$ cat config.mk
export PLATFORM = sky130hd
export DESIGN_NAME = intr_ctrl
export DESIGN_NICKNAME = d
export VERILOG_FILES = /design/src/rtl/intr_ctrl_pkg.sv /design/src/rtl/intr_line_cond.sv /design/src/rtl/intr_lowest_enc.sv /design/src/rtl/intr_ctrl.sv
export SDC_FILE = /design/constraint.sdc
export NUM_CORES = 1
export LEC_CHECK = 0
export BUFFER_PORTS_ARGS = -buffer_cell sky130_fd_sc_hd__buf_2
export CORE_MARGIN = 8
export CORE_UTILIZATION = 50
export DETAILED_ROUTE_END_ITERATION = 8
export PLACE_DENSITY = 0.73
export SLEW_MARGIN = 20
export SYNTH_ARGS = -nofsm -noshare
export SYNTH_HDL_FRONTEND = slang
export SYNTH_HIERARCHICAL = 1
export SYNTH_SLANG_ARGS = --single-unit
$ cat constraint.sdc
create_clock -name clk -period 10.1 [get_ports clk]
set_input_delay 1.01 -clock clk [delete_from_list [all_inputs] [get_ports clk]]
set_output_delay 1.01 -clock clk [all_outputs]
set_load 0.005 [all_outputs]
$ cat src/rtl/intr_ctrl_pkg.sv
package intr_ctrl_pkg;

    // Word-index decode of the register port (byte offset = index * 4).
    typedef enum logic [3:0] {
        RS_SOURCES  = 4'd0,
        RS_POLARITY = 4'd1,
        RS_ACTIVE   = 4'd2,
        RS_TRIGGER  = 4'd3,
        RS_CLEAR    = 4'd4,
        RS_ENABLE   = 4'd5,
        RS_STATUS   = 4'd6,
        RS_CLASS    = 4'd7,
        RS_FAST_ST  = 4'd8,
        RS_NORM_ST  = 4'd9,
        RS_FAST_IDX = 4'd10,
        RS_NORM_IDX = 4'd11
    } reg_sel_e;

    localparam int unsigned REG_COUNT = 12;

endpackage

$ cat src/rtl/intr_line_cond.sv
module intr_line_cond (
    input  logic clk,
    input  logic rst_n,
    input  logic raw_i,
    input  logic pol_i,
    input  logic trig_i,
    input  logic clr_i,
    output logic active_o,
    output logic edge_o
);

    typedef struct packed {
        logic prev;
        logic latch;
    } line_st_t;

    line_st_t st_d, st_q;
    logic     lvl;

    always_comb begin
        lvl        = pol_i ? raw_i : ~raw_i;
        st_d.prev  = lvl;
        // A fresh edge wins over a clear landing in the same cycle.
        st_d.latch = (trig_i & lvl & ~st_q.prev) | (st_q.latch & ~clr_i);
        active_o   = trig_i ? st_q.latch : lvl;
        edge_o     = st_q.latch;
    end

    always_ff @(posedge clk or negedge rst_n) begin
        if (!rst_n) st_q <= '0;
        else        st_q <= st_d;
    end

endmodule

$ cat src/rtl/intr_lowest_enc.sv
module intr_lowest_enc #(
    parameter int unsigned N_IN  = 32,
    parameter int unsigned OUT_W = 32
) (
    input  logic [N_IN-1:0]  vec_i,
    output logic [OUT_W-1:0] idx_o
);

    always_comb begin
        idx_o = '1;
        for (int i = N_IN - 1; i >= 0; i--) begin
            if (vec_i[i]) idx_o = OUT_W'(i);
        end
    end

endmodule

$ cat src/rtl/intr_ctrl.sv
module intr_ctrl #(
    parameter int unsigned N_LINES = 32,
    parameter int unsigned DATA_W  = 32,
    parameter int unsigned ADDR_W  = 6
) (
    input  logic               clk,
    input  logic               rst_n,
    input  logic [N_LINES-1:0] lines_i,
    input  logic               bus_wr_i,
    input  logic [ADDR_W-1:0]  bus_addr_i,
    input  logic [DATA_W-1:0]  bus_wdata_i,
    output logic [DATA_W-1:0]  bus_rdata_o,
    output logic               fiq_n_o,
    output logic               irq_n_o
);
    import intr_ctrl_pkg::*;

    localparam int unsigned SEL_W = ADDR_W - 2;

    typedef struct packed {
        logic [N_LINES-1:0] src;
        logic [N_LINES-1:0] pol;
        logic [N_LINES-1:0] trig;
        logic [N_LINES-1:0] en;
        logic [N_LINES-1:0] cls;
        logic               fiq_n;
        logic               irq_n;
    } ctl_st_t;

    ctl_st_t st_d, st_q;

    logic [SEL_W-1:0]   sel;
    logic               aligned;
    logic               wr_hit;
    logic [N_LINES-1:0] wvec;
    logic [N_LINES-1:0] clr_w;
    logic [N_LINES-1:0] act_w;
    logic [N_LINES-1:0] edge_w;
    logic [N_LINES-1:0] stat_w;
    logic [N_LINES-1:0] fiq_stat_w;
    logic [N_LINES-1:0] irq_stat_w;
    logic [DATA_W-1:0]  fiq_idx_w;
    logic [DATA_W-1:0]  irq_idx_w;

    assign sel     = bus_addr_i[ADDR_W-1:2];
    assign aligned = (bus_addr_i[1:0] == 2'b00);
    assign wr_hit  = bus_wr_i && aligned;
    assign wvec    = bus_wdata_i[N_LINES-1:0];
    assign clr_w   = (wr_hit && sel == SEL_W'(RS_CLEAR)) ? wvec : '0;

    for (genvar g = 0; g < N_LINES; g++) begin : g_line
        intr_line_cond u_cond (
            .clk      (clk),
            .rst_n    (rst_n),
            .raw_i    (st_q.src[g]),
            .pol_i    (st_q.pol[g]),
            .trig_i   (st_q.trig[g]),
            .clr_i    (clr_w[g]),
            .active_o (act_w[g]),
            .edge_o   (edge_w[g])
        );
    end

    assign stat_w     = act_w & st_q.en;
    assign fiq_stat_w = stat_w & st_q.cls;
    assign irq_stat_w = stat_w & ~st_q.cls;

    intr_lowest_enc #(.N_IN(N_LINES), .OUT_W(DATA_W)) u_fiq_enc (
        .vec_i (fiq_stat_w),
        .idx_o (fiq_idx_w)
    );

    intr_lowest_enc #(.N_IN(N_LINES), .OUT_W(DATA_W)) u_irq_enc (
        .vec_i (irq_stat_w),
        .idx_o (irq_idx_w)
    );

    always_comb begin
        st_d       = st_q;
        st_d.src   = lines_i;
        st_d.fiq_n = ~(|fiq_stat_w);
        st_d.irq_n = ~(|irq_stat_w);
        if (wr_hit) begin
            case (sel)
                SEL_W'(RS_POLARITY): st_d.pol  = wvec;
                SEL_W'(RS_TRIGGER):  st_d.trig = wvec;
                SEL_W'(RS_ENABLE):   st_d.en   = wvec;
                SEL_W'(RS_CLASS):    st_d.cls  = wvec;
                default: ;
            endcase
        end
    end

    always_ff @(posedge clk or negedge rst_n) begin
        if (!rst_n) begin
            st_q       <= '0;
            st_q.fiq_n <= 1'b1;
            st_q.irq_n <= 1'b1;
        end else begin
            st_q <= st_d;
        end
    end

    always_comb begin
        bus_rdata_o = '0;
        if (aligned) begin
            case (sel)
                SEL_W'(RS_SOURCES):  bus_rdata_o = DATA_W'(st_q.src);
                SEL_W'(RS_POLARITY): bus_rdata_o = DATA_W'(st_q.pol);
                SEL_W'(RS_ACTIVE):   bus_rdata_o = DATA_W'(act_w);
                SEL_W'(RS_TRIGGER):  bus_rdata_o = DATA_W'(st_q.trig);
                SEL_W'(RS_ENABLE):   bus_rdata_o = DATA_W'(st_q.en);
                SEL_W'(RS_STATUS):   bus_rdata_o = DATA_W'(stat_w);
                SEL_W'(RS_CLASS):    bus_rdata_o = DATA_W'(st_q.cls);
                SEL_W'(RS_FAST_ST):  bus_rdata_o = DATA_W'(fiq_stat_w);
                SEL_W'(RS_NORM_ST):  bus_rdata_o = DATA_W'(irq_stat_w);
                SEL_W'(RS_FAST_IDX): bus_rdata_o = fiq_idx_w;
                SEL_W'(RS_NORM_IDX): bus_rdata_o = irq_idx_w;
                default:             bus_rdata_o = '0;
            endcase
        end
    end

    assign fiq_n_o = st_q.fiq_n;
    assign irq_n_o = st_q.irq_n;

endmodule

Word-level counts from Yosys, hierarchy flattened. Cells that the tools add are included.

Register bits: 226. Output and inout port bits: 34. Logic and storage cells: 453.

Eq/ne operators: 11. Mux-type cells: 131. Bitwise gates (word level): 230. Reductions and logical operators: 10.

Operator list (number): 2-to-1 mux 32 bit (66); one-hot mux 32 bit (11 select lines) (1); NOT 1 bit (98); bitwise AND 1 bit (96); bitwise AND 32 bit (3); 2-to-1 mux 1 bit (64); OR reduction 32 bit (2); NOT 32 bit (1); OR 1 bit (32); equality test 4 x 3 -> 1 bit (second input constant) (4); equality test 4 bit (second input constant) (4); equality test 4 x 2 -> 1 bit (second input constant) (2); AND reduction 2 bit (4); equality test 4 x 1 -> 1 bit (second input constant) (1); logical NOT 4 bit (1); logical AND 1 bit (2); logical NOT 2 bit (1).

Longest topological paths before layout. Gate-level depths: netlist of the first run.

Word-level depth: 39. Gate-level depth with buffers: 13. Gate-level depth less buffers: 12.

Cells and area by module. Netlist of the first run, hierarchy kept.

Modules (own cells, without submodules): intr_ctrl (area each 9761.9 um^2, cells an instance 926, times used 1); intr_line_cond (area each 95.1 um^2, cells an instance 9, times used 32); intr_lowest_enc (area each 565.5 um^2, cells an instance 90, times used 2).

Worst setup path before layout of the first run. OpenSTA, ideal clock, no wires.

Path type: register -> output. Start point: reg, netlist name st_q[124]. End point: out bus_rdata_o[8]. Setup slack: 6.056 ns. Cell stages (with the launch flop): 13. Buffers on the path: 1. Data required time: 9.090 ns. Arrival time: 3.034 ns. Cell sequence: dfrtp_1 -> xor2_1 -> o21ai_0 -> nand2_1 -> nor2_1 -> or4_4 -> nor4b_2 -> and4_1 -> buf_4 -> and3_1 -> o21ai_0 -> a21o_1 -> a31oi_1.

RTL lines: end: declaration (line intr_ctrl.sv:12) `output logic [DATA_W-1:0] bus_rdata_o,`.

==> flow_metrics.env, run 1 <==
export IMPL_ys_seq_area_frac=0.406
export IMPL_cts_buffer_depth=3
export IMPL_ctsRootBufferMaster="clkbuf_16"
export IMPL_avgRoutedWirePerCell_microns=24.5
export IMPL_power_switching_uw=883
export IMPL_hold_viol_final=0
export IMPL_synth_top_family_by_area="compound AO/OA/AOI/OAI gates"
export IMPL_rsz0062_at_grt="false"
export IMPL_required_ns=9.09
export IMPL_antennaDiodeCount=0
export IMPL_p_clk_frac=0.337
export IMPL_synth_compound_area_frac=0.181
export IMPL_synth_area_sq_um=13900
export IMPL_synthAdderAreaFrac=0
export IMPL_port_buffers=106
export IMPL_cts_sinks=226
export IMPL_max_cap_viol_count=0
export IMPL_maxSlewHeadroom=0.277
export IMPL_fin_skew_ns=0.00945
export IMPL_dpl_cell_area_sq_um=14300
export IMPL_grt_max_degree=84
export IMPL_crit_arrival_ns=4.77
export IMPL_p_leak_nw=7.07
export IMPL_rows=61
export IMPL_antenna_found_initial=0
export IMPL_end_kind="output port"
export IMPL_nFillCells=2471
export IMPL_pwr_share_comb=0.242
export IMPL_dr_pass1_iters=6
export IMPL_yosys_area_share_simple=0.156
export IMPL_final_cell_area_sq_um=15200
export IMPL_hold_class="reg -> reg"
export IMPL_gp_congestion=1.03
export IMPL_synth_nets=1467
export IMPL_cts_tree="done"
export IMPL_synth_seq_cells=226
export IMPL_grt_pass1_wl_microns=68100
export IMPL_wl_microns=44700
export IMPL_nets=1501
export IMPL_synth_edf_count=0
export IMPL_setup_viol=0
export IMPL_reg2reg_slack_ns=7.69
export IMPL_track_usage=0.262
export IMPL_fin_tns_setup_ns=0
export IMPL_synthXorXnorAreaFrac=0.0283
export IMPL_gr_total_overflow=0
export IMPL_syn2layout_area_growth_pct=8.79
export IMPL_power_density_nw_per_um2=180
export IMPL_synthCells=1394
export IMPL_die_area_sq_um=33500
export IMPL_synth_ff_type="dfrtp_1"
export IMPL_ctsResizeCount=0
export IMPL_start_kind="flop"
export IMPL_multiInputGateArea_sq_um=7100
export IMPL_cts_hold_buf=0
export IMPL_ff_latch_area_sq_um=5660
export IMPL_io_pin_count=107
export IMPL_outcome="completed"
export IMPL_setup_worst_path_class="reg -> out"
export IMPL_min_period_over_period=0.573
export IMPL_clkTransAtPathRegs_ns=0.07
export IMPL_peakVddDrop_uv=135
export IMPL_vias_per_cell=6.31
export IMPL_post_cts_setup_buffer_count=0
export IMPL_drive_gt1_frac=0.246
export IMPL_drc=0
export IMPL_crit_fanout=18
export IMPL_final_max_slew_violation_count=0
export IMPL_muxShareOfSynthArea=0.143
export IMPL_grt_pass1_vias=11500
export IMPL_p_sw_frac=0.324
export IMPL_cts_htree_levels=1
export IMPL_drtAntennaViolNets=0
export IMPL_async_reset_ff_frac=1.00
export IMPL_internal_power_mw=1.84
export IMPL_ys_warn_count=6
export IMPL_cts_made_buffers=25
export IMPL_tightest_slew_ns=1.08
export IMPL_fmax_mhz=173
export IMPL_synth_cell_types=79
export IMPL_routed_via_count=11500
export IMPL_power_frac_seq=0.422
export IMPL_drtIter0Drc=1178
export IMPL_postSynthAreaPerCell_sq_um=10.0
export IMPL_die_height_microns=183
export IMPL_dpl_hpwl_microns=31800
export IMPL_clk_latency_ns=0.53
export IMPL_start_util=0.504
export IMPL_core_area_sq_um=27600
export IMPL_fin_crit_ns=5.78
export IMPL_die_width_microns=183
## cell families after synthesis
| kind of cell | count (synthesis) |
|---|---|
| AOI/OAI and AO/OA | 316 |
| and+or+nand+nor | 405 |
| DFF | 226 |
| xor gates and xnor gates | 45 |
| buffers and inverters | 227 |
| muxes | 175 |
## state kept, by name, indices dropped and copies added (netlist names)
register              cells
irq_n_o                   1
g_line.u_cond/edge_o     32
fiq_n_o                   1
g_line.u_cond/st_q       32
st_q                    160
## power groups by stage
stage	logic (mW)	registers, mW	clock network [mW]
floorplan	0.584	1.12	0
global placement	0.629	1.16	0
detailed placement	0.641	1.16	0
CTS	0.645	1.15	0.940
global route	0.710	1.16	0.974
finish	0.659	1.15	0.919
## worst paths after layout
kind,startpoint,end,cells after the start
max reg2reg,st_q[102]$_DFFE_PN0P_,fiq_n_o$_DFF_PN1_,6
max,st_q[98]$_DFFE_PN0P_,bus_rdata_o[20],12
min in group asynchronous,rst_n,st_q[65]$_DFFE_PN0P_,1
min reg2reg,g_line[17].u_cond/st_q[1]$_DFF_PN0_,g_line[17].u_cond/edge_o$_DFF_PN0_,1
min,g_line[17].u_cond/st_q[1]$_DFF_PN0_,g_line[17].u_cond/edge_o$_DFF_PN0_,1
max in group asynchronous,rst_n,st_q[139]$_DFF_PN0_,2
## cell type report
class	count	area share
Clock buffer	38	0.0484
Inverter	110	0.0272
Sequential cell	226	0.373
Multi-Input combinational cell	941	0.468
Clock inverter	6	0.00594
Tap cell	378	0.0312
Timing Repair Buffer	124	0.0459
## layout by cell type, fill, tap and decap left out, types with 8 or more instances in the layout
cell       instances
a211oi_1           8
a31oi_1           29
inv_1            109
nor3_1            15
nor4_1            21
a21oi_1           30
nand2_1          114
mux2_2           131
a22o_1            29
mux2i_1           37
o32ai_2           32
a32o_1            11
a22oi_1           14
nand2b_1          11
a221oi_1          10
o21bai_1           9
dfrtp_1          224
clkbuf_16         25
or3_1             10
and2_1            39
and3_1            38
nor2b_1           17
o21ai_0           56
nor2_1            85
buf_2            105
buf_4             17
xor2_1            42
o22ai_1           24
## worst max-delay path, cell delays in order, from the launching register on
cell and delay [ns]:
dfrtp_1 0.44, xor2_1 0.31, o21ai_0 0.26, and3_1 0.30, nor4_1 0.52, nand2_1 0.13, nor3_1 0.41, and4_1 0.62
buf_4 0.36, mux4_2 0.28, nand2_1 0.05, a41oi_1 0.37, buf_2 0.18
## routing by layer
layer / up-vias / GRT usage / share of wire
met5: - / 0 / 0
met4: 0 / 0.127 / 0.048
met3: 137 / 0.0497 / 0.089
met2: 645 / 0.404 / 0.45
met1: 5647 / 0.350 / 0.41
li1: 5075 / - / -
## cell usage after synthesis, types with 30 or more instances
cell,instances,area [sq um]
dfrtp_1,224,5610
mux2_2,131,1480
nand2_1,114,428
inv_1,109,409
nor2_1,85,319
buf_4,59,443
o21ai_0,56,280
xor2_1,42,368
and2_1,39,244
and3_1,39,244
mux2i_1,37,370
buf_2,35,175
o32ai_2,32,521
a21oi_1,30,150
## metrics by stage
step                      total power, mW  worst slack [ns]  std cells  hold WS (ns)  utilization
after global placement               1.78              4.98       1778         0.449        0.518
after detailed placement             1.80              5.08       1778         0.456        0.518
after CTS                            2.73              4.48       1822         0.463        0.548
final                                2.73              4.32       1823         0.458        0.549
after global routing                 2.85              4.13       1823         0.470        0.549
after floorplan                      1.70              6.06       1394         0.446            -
(Power assumes the default switching activity.)
==> run 2, diff against run 1 <==
--- a/config.mk
+++ b/config.mk
@@ -9,7 +9,7 @@
 export CORE_MARGIN = 8
 export CORE_UTILIZATION = 50
 export DETAILED_ROUTE_END_ITERATION = 8
-export PLACE_DENSITY = 0.73
+export PLACE_DENSITY = 0.76
 export SLEW_MARGIN = 20
 export SYNTH_ARGS = -nofsm -noshare
 export SYNTH_HDL_FRONTEND = slang
==> constraint.sdc (replaced) <==
create_clock -name clk -period 4.7 [get_ports clk]
set_input_delay 0.47 -clock clk [delete_from_list [all_inputs] [get_ports clk]]
set_output_delay 0.47 -clock clk [all_outputs]
set_load 0.005 [all_outputs]
==> run 2 against run 1 <==
The run now ends with negative hold slack left. Cell area is 1.2% higher. Largest power group unchanged. Sequential cell count is the same. Sequential share of layout area is 0.43 points lower. Global-route usage grew 1.4 points. Critical endpoint is now bus_rdata_o[8]. Wire length is 5.3% higher. Worst hold slack got worse by 0.47 ns. Power grew 120%. Die area unchanged. Clock power increased by 110%.
==> flow_metrics.env, run 2 (same netlist as run 1, synthesis figures left out) <==
export IMPL_setup_worst_path_class="reg -> out"
export IMPL_min_period_over_period=0.941
export IMPL_crit_arrival_ns=3.95
export IMPL_gr_total_overflow=0
export IMPL_die_area_sq_um=33500
export IMPL_power_density_nw_per_um2=386
export IMPL_cts_hold_buf=0
export IMPL_dr_pass1_iters=7
export IMPL_rsz0062_at_grt="false"
export IMPL_ctsRootBufferMaster="clkbuf_16"
export IMPL_largest_reg_flops=160
export IMPL_clkTransAtPathRegs_ns=0.06
export IMPL_dpl_hpwl_microns=33300
export IMPL_antennaDiodeCount=0
export IMPL_port_buffers=106
export IMPL_ctsResizeCount=0
export IMPL_cts_tree="done"
export IMPL_grt_pass1_wl_microns=71500
export IMPL_syn2layout_area_growth_pct=10.1
export IMPL_io_pin_count=107
export IMPL_routed_via_count=11800
export IMPL_drc=0
export IMPL_grt_max_degree=113
export IMPL_grt_pass1_vias=11900
export IMPL_reg2reg_slack_ns=1.98
export IMPL_power_mw=5.92
export IMPL_cts_sinks=226
export IMPL_track_usage=0.276
export IMPL_drtIter0Drc=1523
export IMPL_clk_latency_ns=0.54
export IMPL_crit_buf_inv=2
export IMPL_fin_tns_setup_ns=0
export IMPL_vias_per_cell=6.42
export IMPL_gr_usage_met3=0.0683
export IMPL_fmax_mhz=226
export IMPL_hold_class="in -> async"
export IMPL_largest_register="st_q"
export IMPL_outcome="finished with violations"
export IMPL_maxSlewHeadroom=0.232
export IMPL_cp_cell_sequence="xor2_1 > o21ai_0 > nand2_1 > nor2_1 > nor4_2 > nand2_1 > nor3_1 > and4_1 > buf_6 > and3_1 > o21ai_0 > a21o_1 > a31oi_1 > buf_2"
export IMPL_final_cells=1845
export IMPL_layout_commonest_cell="dfrtp_1"
export IMPL_end_kind="output port"
export IMPL_drtAntennaViolNets=0
export IMPL_met1_usage=0.350
export IMPL_fin_skew_ns=0.0127
export IMPL_violations="negative hold slack"
export IMPL_start_kind="flop"
export IMPL_avgRoutedWirePerCell_microns=25.5
export IMPL_cpPeakStageDelay_ns=0.40
export IMPL_hold_viol_final=2
export IMPL_antenna_found_initial=0
export IMPL_final_cell_area_sq_um=15300
export IMPL_nets=1523
export IMPL_dp_cells=1801
export IMPL_p_leak_nw=7.18
export IMPL_core_area_sq_um=27600
export IMPL_dpl_cell_area_sq_um=14500
export IMPL_cts_htree_levels=1
export IMPL_post_cts_setup_buffer_count=0
export IMPL_die_width_microns=183
export IMPL_grt_use_met2=0.440
export IMPL_start_util=0.504
export IMPL_die_height_microns=183
export IMPL_cp_top_family="simple AND/OR/NAND/NOR gates"
export IMPL_fin_crit_ns=4.42
export IMPL_required_ns=4.23
export IMPL_cts_made_buffers=25
export IMPL_wl_microns=47000
export IMPL_final_max_slew_violation_count=0
export IMPL_grt_busiest_layer="met2"
export IMPL_gp_congestion=1.01
export IMPL_peakVddDrop_uv=292
export IMPL_critPathSlowestCell="dfrtp_1"
export IMPL_crit_fanout=20
export IMPL_drive_gt1_frac=0.256
export IMPL_setup_viol=0
export IMPL_whs_ns=-0.0120
export IMPL_tightest_slew_ns=1.15
export IMPL_max_cap_viol_count=0
export IMPL_final_cell_mix="dfrtp_1, mux2_2, nand2_1"
export IMPL_cts_buffer_depth=3
export IMPL_rows=61
run 2: cell type report:
class                           count  area, sq um
Clock inverter                      6         88.8
Tap cell                          378          473
Sequential cell                   226         5660
Fill cell                        2452        12300
Multi-Input combinational cell    941         7100
Clock buffer                       38          724
Timing Repair Buffer              146          882
Inverter                          110          413
run 2: routing by layer:
metal,vias up,part of all wire
li1,5124,-
met1,5863,0.39
met2,701,0.46
met3,159,0.10
met4,0,0.044
met5,-,0
run 2: report_power, final:
part / leakage (nW) / internal [mW] / total (mW) / switching, mW
logic: 4.02 / 0.599 / 1.49 / 0.891
registers: 2.77 / 2.21 / 2.46 / 0.254
clock network: 0.390 / 1.17 / 1.97 / 0.801
total: 7.18 / 3.98 / 5.92 / 1.95
run 2: worst paths after layout:
path,endpoint,cells after the start,startpoint
max,bus_rdata_o[8],14,st_q[98]$_DFFE_PN0P_
min,g_line[13].u_cond/st_q[1]$_DFF_PN0_,1,rst_n
max reg2reg,fiq_n_o$_DFF_PN1_,6,st_q[144]$_DFF_PN0_
min reg2reg,g_line[30].u_cond/edge_o$_DFF_PN0_,1,g_line[30].u_cond/st_q[1]$_DFF_PN0_
max in group asynchronous,fiq_n_o$_DFF_PN1_,2,rst_n
min in group clk,st_q[147]$_DFF_PN0_,1,lines_i[17]
run 2: through the flow:
stage | worst slack (ns) | utilization | hold WS (ns)
detailed placement | 0.769 | 0.525 | 0.457
CTS | 0.181 | 0.555 | 0.0159
floorplan | 1.20 | - | 0.174
global placement | 0.777 | 0.525 | 0.449
global route | 0.0336 | 0.555 | 0.0173
finish | 0.278 | 0.555 | -0.0120
==> run 3, diff against run 2 <==
--- a/config.mk
+++ b/config.mk
@@ -9,7 +9,7 @@
 export CORE_MARGIN = 8
 export CORE_UTILIZATION = 50
 export DETAILED_ROUTE_END_ITERATION = 8
-export PLACE_DENSITY = 0.76
+export PLACE_DENSITY = 0.73
 export SLEW_MARGIN = 20
 export SYNTH_ARGS = -nofsm -noshare
 export SYNTH_HDL_FRONTEND = slang
==> constraint.sdc (replaced) <==
create_clock -name clk -period 5.7 [get_ports clk]
set_input_delay 0.57 -clock clk [delete_from_list [all_inputs] [get_ports clk]]
set_output_delay 0.57 -clock clk [all_outputs]
set_load 0.005 [all_outputs]
==> run 3 against run 2 <==
The flow now finishes without violations. Critical path depth fell by 2. Clock skew is 0.0041 ns higher. Worst hold slack improved by 0.098 ns. Die area did not move. Global-route usage is 1.4 points lower. Power decreased by 18%. Core utilization is 0.56 points lower. Critical path type unchanged. Register-to-register slack better by 1.2 ns.
==> flow_metrics.env, run 3 (same netlist as run 1, synthesis figures left out) <==
export IMPL_power_mw=4.84
export IMPL_die_area_sq_um=33500
export IMPL_tightest_slew_ns=1.18
export IMPL_crit_fanout=15
export IMPL_ctsResizeCount=0
export IMPL_end_kind="output port"
export IMPL_rsz0062_at_grt="false"
export IMPL_fmax_mhz=213
export IMPL_drc=0
export IMPL_largest_register="st_q"
export IMPL_drtIter0Drc=1410
export IMPL_outcome="completed"
export IMPL_antennaDiodeCount=0
export IMPL_post_route_util=0.550
export IMPL_maxSlewHeadroom=0.213
export IMPL_ctsRootBufferMaster="clkbuf_16"
export IMPL_peakVddDrop_uv=226
export IMPL_grt_pass1_wl_microns=67800
export IMPL_worstReg2RegEnd="fiq_n_o$_DFF_PN1_"
export IMPL_power_switching_mw=1.57
export IMPL_clk_latency_ns=0.54
export IMPL_min_period_over_period=0.824
export IMPL_power_frac_seq=0.420
export IMPL_port_buffers=106
export IMPL_hold_viol_final=0
export IMPL_wl_microns=44800
export IMPL_fin_skew_ns=0.0168
export IMPL_r2r_start="st_q[144]$_DFF_PN0_"
export IMPL_largest_reg_flops=160
export IMPL_cts_htree_levels=1
export IMPL_avgRoutedWirePerCell_microns=24.5
export IMPL_io_pin_count=107
export IMPL_drtAntennaViolNets=0
export IMPL_nFillCells=2464
export IMPL_setup_worst_path_class="reg -> out"
export IMPL_antenna_found_initial=0
export IMPL_dr_pass1_iters=6
export IMPL_die_height_microns=183
export IMPL_reg2reg_slack_ns=3.17
export IMPL_syn2layout_area_growth_pct=8.96
export IMPL_setup_viol=0
export IMPL_nets=1504
export IMPL_clkTransAtPathRegs_ns=0.06
export IMPL_internal_power_mw=3.27
export IMPL_p_sw_frac=0.323
export IMPL_pwr_share_comb=0.245
export IMPL_core_area_sq_um=27600
export IMPL_rows=61
export IMPL_cts_tree="done"
export IMPL_startpoint="st_q[98]$_DFFE_PN0P_"
export IMPL_start_kind="flop"
export IMPL_layout_commonest_cell="dfrtp_1"
export IMPL_fin_tns_setup_ns=0
export IMPL_grt_pass1_vias=11200
export IMPL_endpoint="bus_rdata_o[20]"
export IMPL_vias_per_cell=6.30
export IMPL_r2r_cells=6
export IMPL_cts_hold_buf=0
export IMPL_die_width_microns=183
export IMPL_cts_buffer_depth=3
export IMPL_cts_made_buffers=25
export IMPL_max_cap_viol_count=0
export IMPL_crit_arrival_ns=4.12
export IMPL_gr_total_overflow=0
export IMPL_start_util=0.504
export IMPL_grt_max_degree=117
export IMPL_dpl_hpwl_microns=31600
export IMPL_hold_class="in -> async"
export IMPL_required_ns=5.13
export IMPL_cts_sinks=226
export IMPL_p_leak_nw=7.09
export IMPL_track_usage=0.262
export IMPL_power_density_nw_per_um2=319
export IMPL_gp_congestion=1.01
export IMPL_post_cts_setup_buffer_count=0
export IMPL_p_clk_frac=0.335
export IMPL_final_cell_mix="dfrtp_1, mux2_2, nand2_1"
export IMPL_final_max_slew_violation_count=0
export IMPL_routed_via_count=11500
export IMPL_fin_crit_ns=4.69
export IMPL_drive_gt1_frac=0.251
## run 3: cell types whose count changed in the layout (fill, tap and decap cells not counted), sizes merged
| cell | delta |
|---|---|
| buf | -19 |
| clkbuf | -3 |
| clkinv | +3 |
| clkinvlp | -1 |
| inv | +1 |
## run 3: worst min-delay path by stage
stage                                              startpoint                            endpoint
final                                                   rst_n               st_q[129]$_DFFE_PN0P_
after global routing                               lines_i[7]                 st_q[137]$_DFF_PN0_
after CTS                                         lines_i[26]                 st_q[156]$_DFF_PN0_
after detailed placement  g_line[15].u_cond/st_q[1]$_DFF_PN0_  g_line[15].u_cond/edge_o$_DFF_PN0_
after global placement    g_line[27].u_cond/st_q[1]$_DFF_PN0_  g_line[27].u_cond/edge_o$_DFF_PN0_
after floorplan                                         rst_n   g_line[0].u_cond/edge_o$_DFF_PN0_
## run 3: layout make-up
| type | instances | area (sq um) | share of cell area |
|---|---|---|---|
| Clock inverter | 9 | 105 | 0.00692 |
| Tap cell | 378 | 473 | 0.0311 |
| Timing Repair Buffer | 127 | 711 | 0.0468 |
| Clock buffer | 35 | 723 | 0.0476 |
| Inverter | 110 | 413 | 0.0272 |
| Multi-Input combinational cell | 941 | 7100 | 0.468 |
| Sequential cell | 226 | 5660 | 0.373 |
## run 3: metal layers
layer  wire length (microns)  vias to the layer above  global-route usage  share of wire
met5                       0                        -                   0              0
met4                    2440                        0               0.128          0.054
met3                    4080                      163              0.0564          0.091
met2                   20100                      627               0.410           0.45
met1                   18100                     5647               0.341           0.41
li1                        -                     5075                   -              -
## run 3: stage by stage
stage | hold slack, ns | instances | setup WS (ns) | area [sq um]
floorplan | 0.274 | 1394 | 2.10 | 13900
global placement | 0.450 | 1782 | 1.64 | 14400
detailed placement | 0.455 | 1782 | 1.67 | 14400
CTS | 0.121 | 1826 | 1.09 | 15200
global route | 0.128 | 1826 | 0.662 | 15200
finish | 0.0862 | 1826 | 1.01 | 15200
## run 3: power groups by stage
stage                     registers [mW]  clock network [mW]  logic [mW]
final                               2.03                1.62        1.18
after global routing                2.06                1.72        1.27
after CTS                           2.03                1.66        1.16
after detailed placement            2.05                   0        1.16
after global placement              2.04                   0        1.13
after floorplan                     1.99                   0        1.03
## run 3: worst max-delay path, cell delays in order (launching register included)
cell	delay, ns
dfrtp_1	0.44
xor2_1	0.29
o21ai_0	0.26
and3_1	0.29
nor4_1	0.49
nand2_1	0.15
nor3_1	0.32
and4_1	0.26
buf_4	0.26
mux4_2	0.27
nand2_1	0.05
a41oi_1	0.34
buf_2	0.18
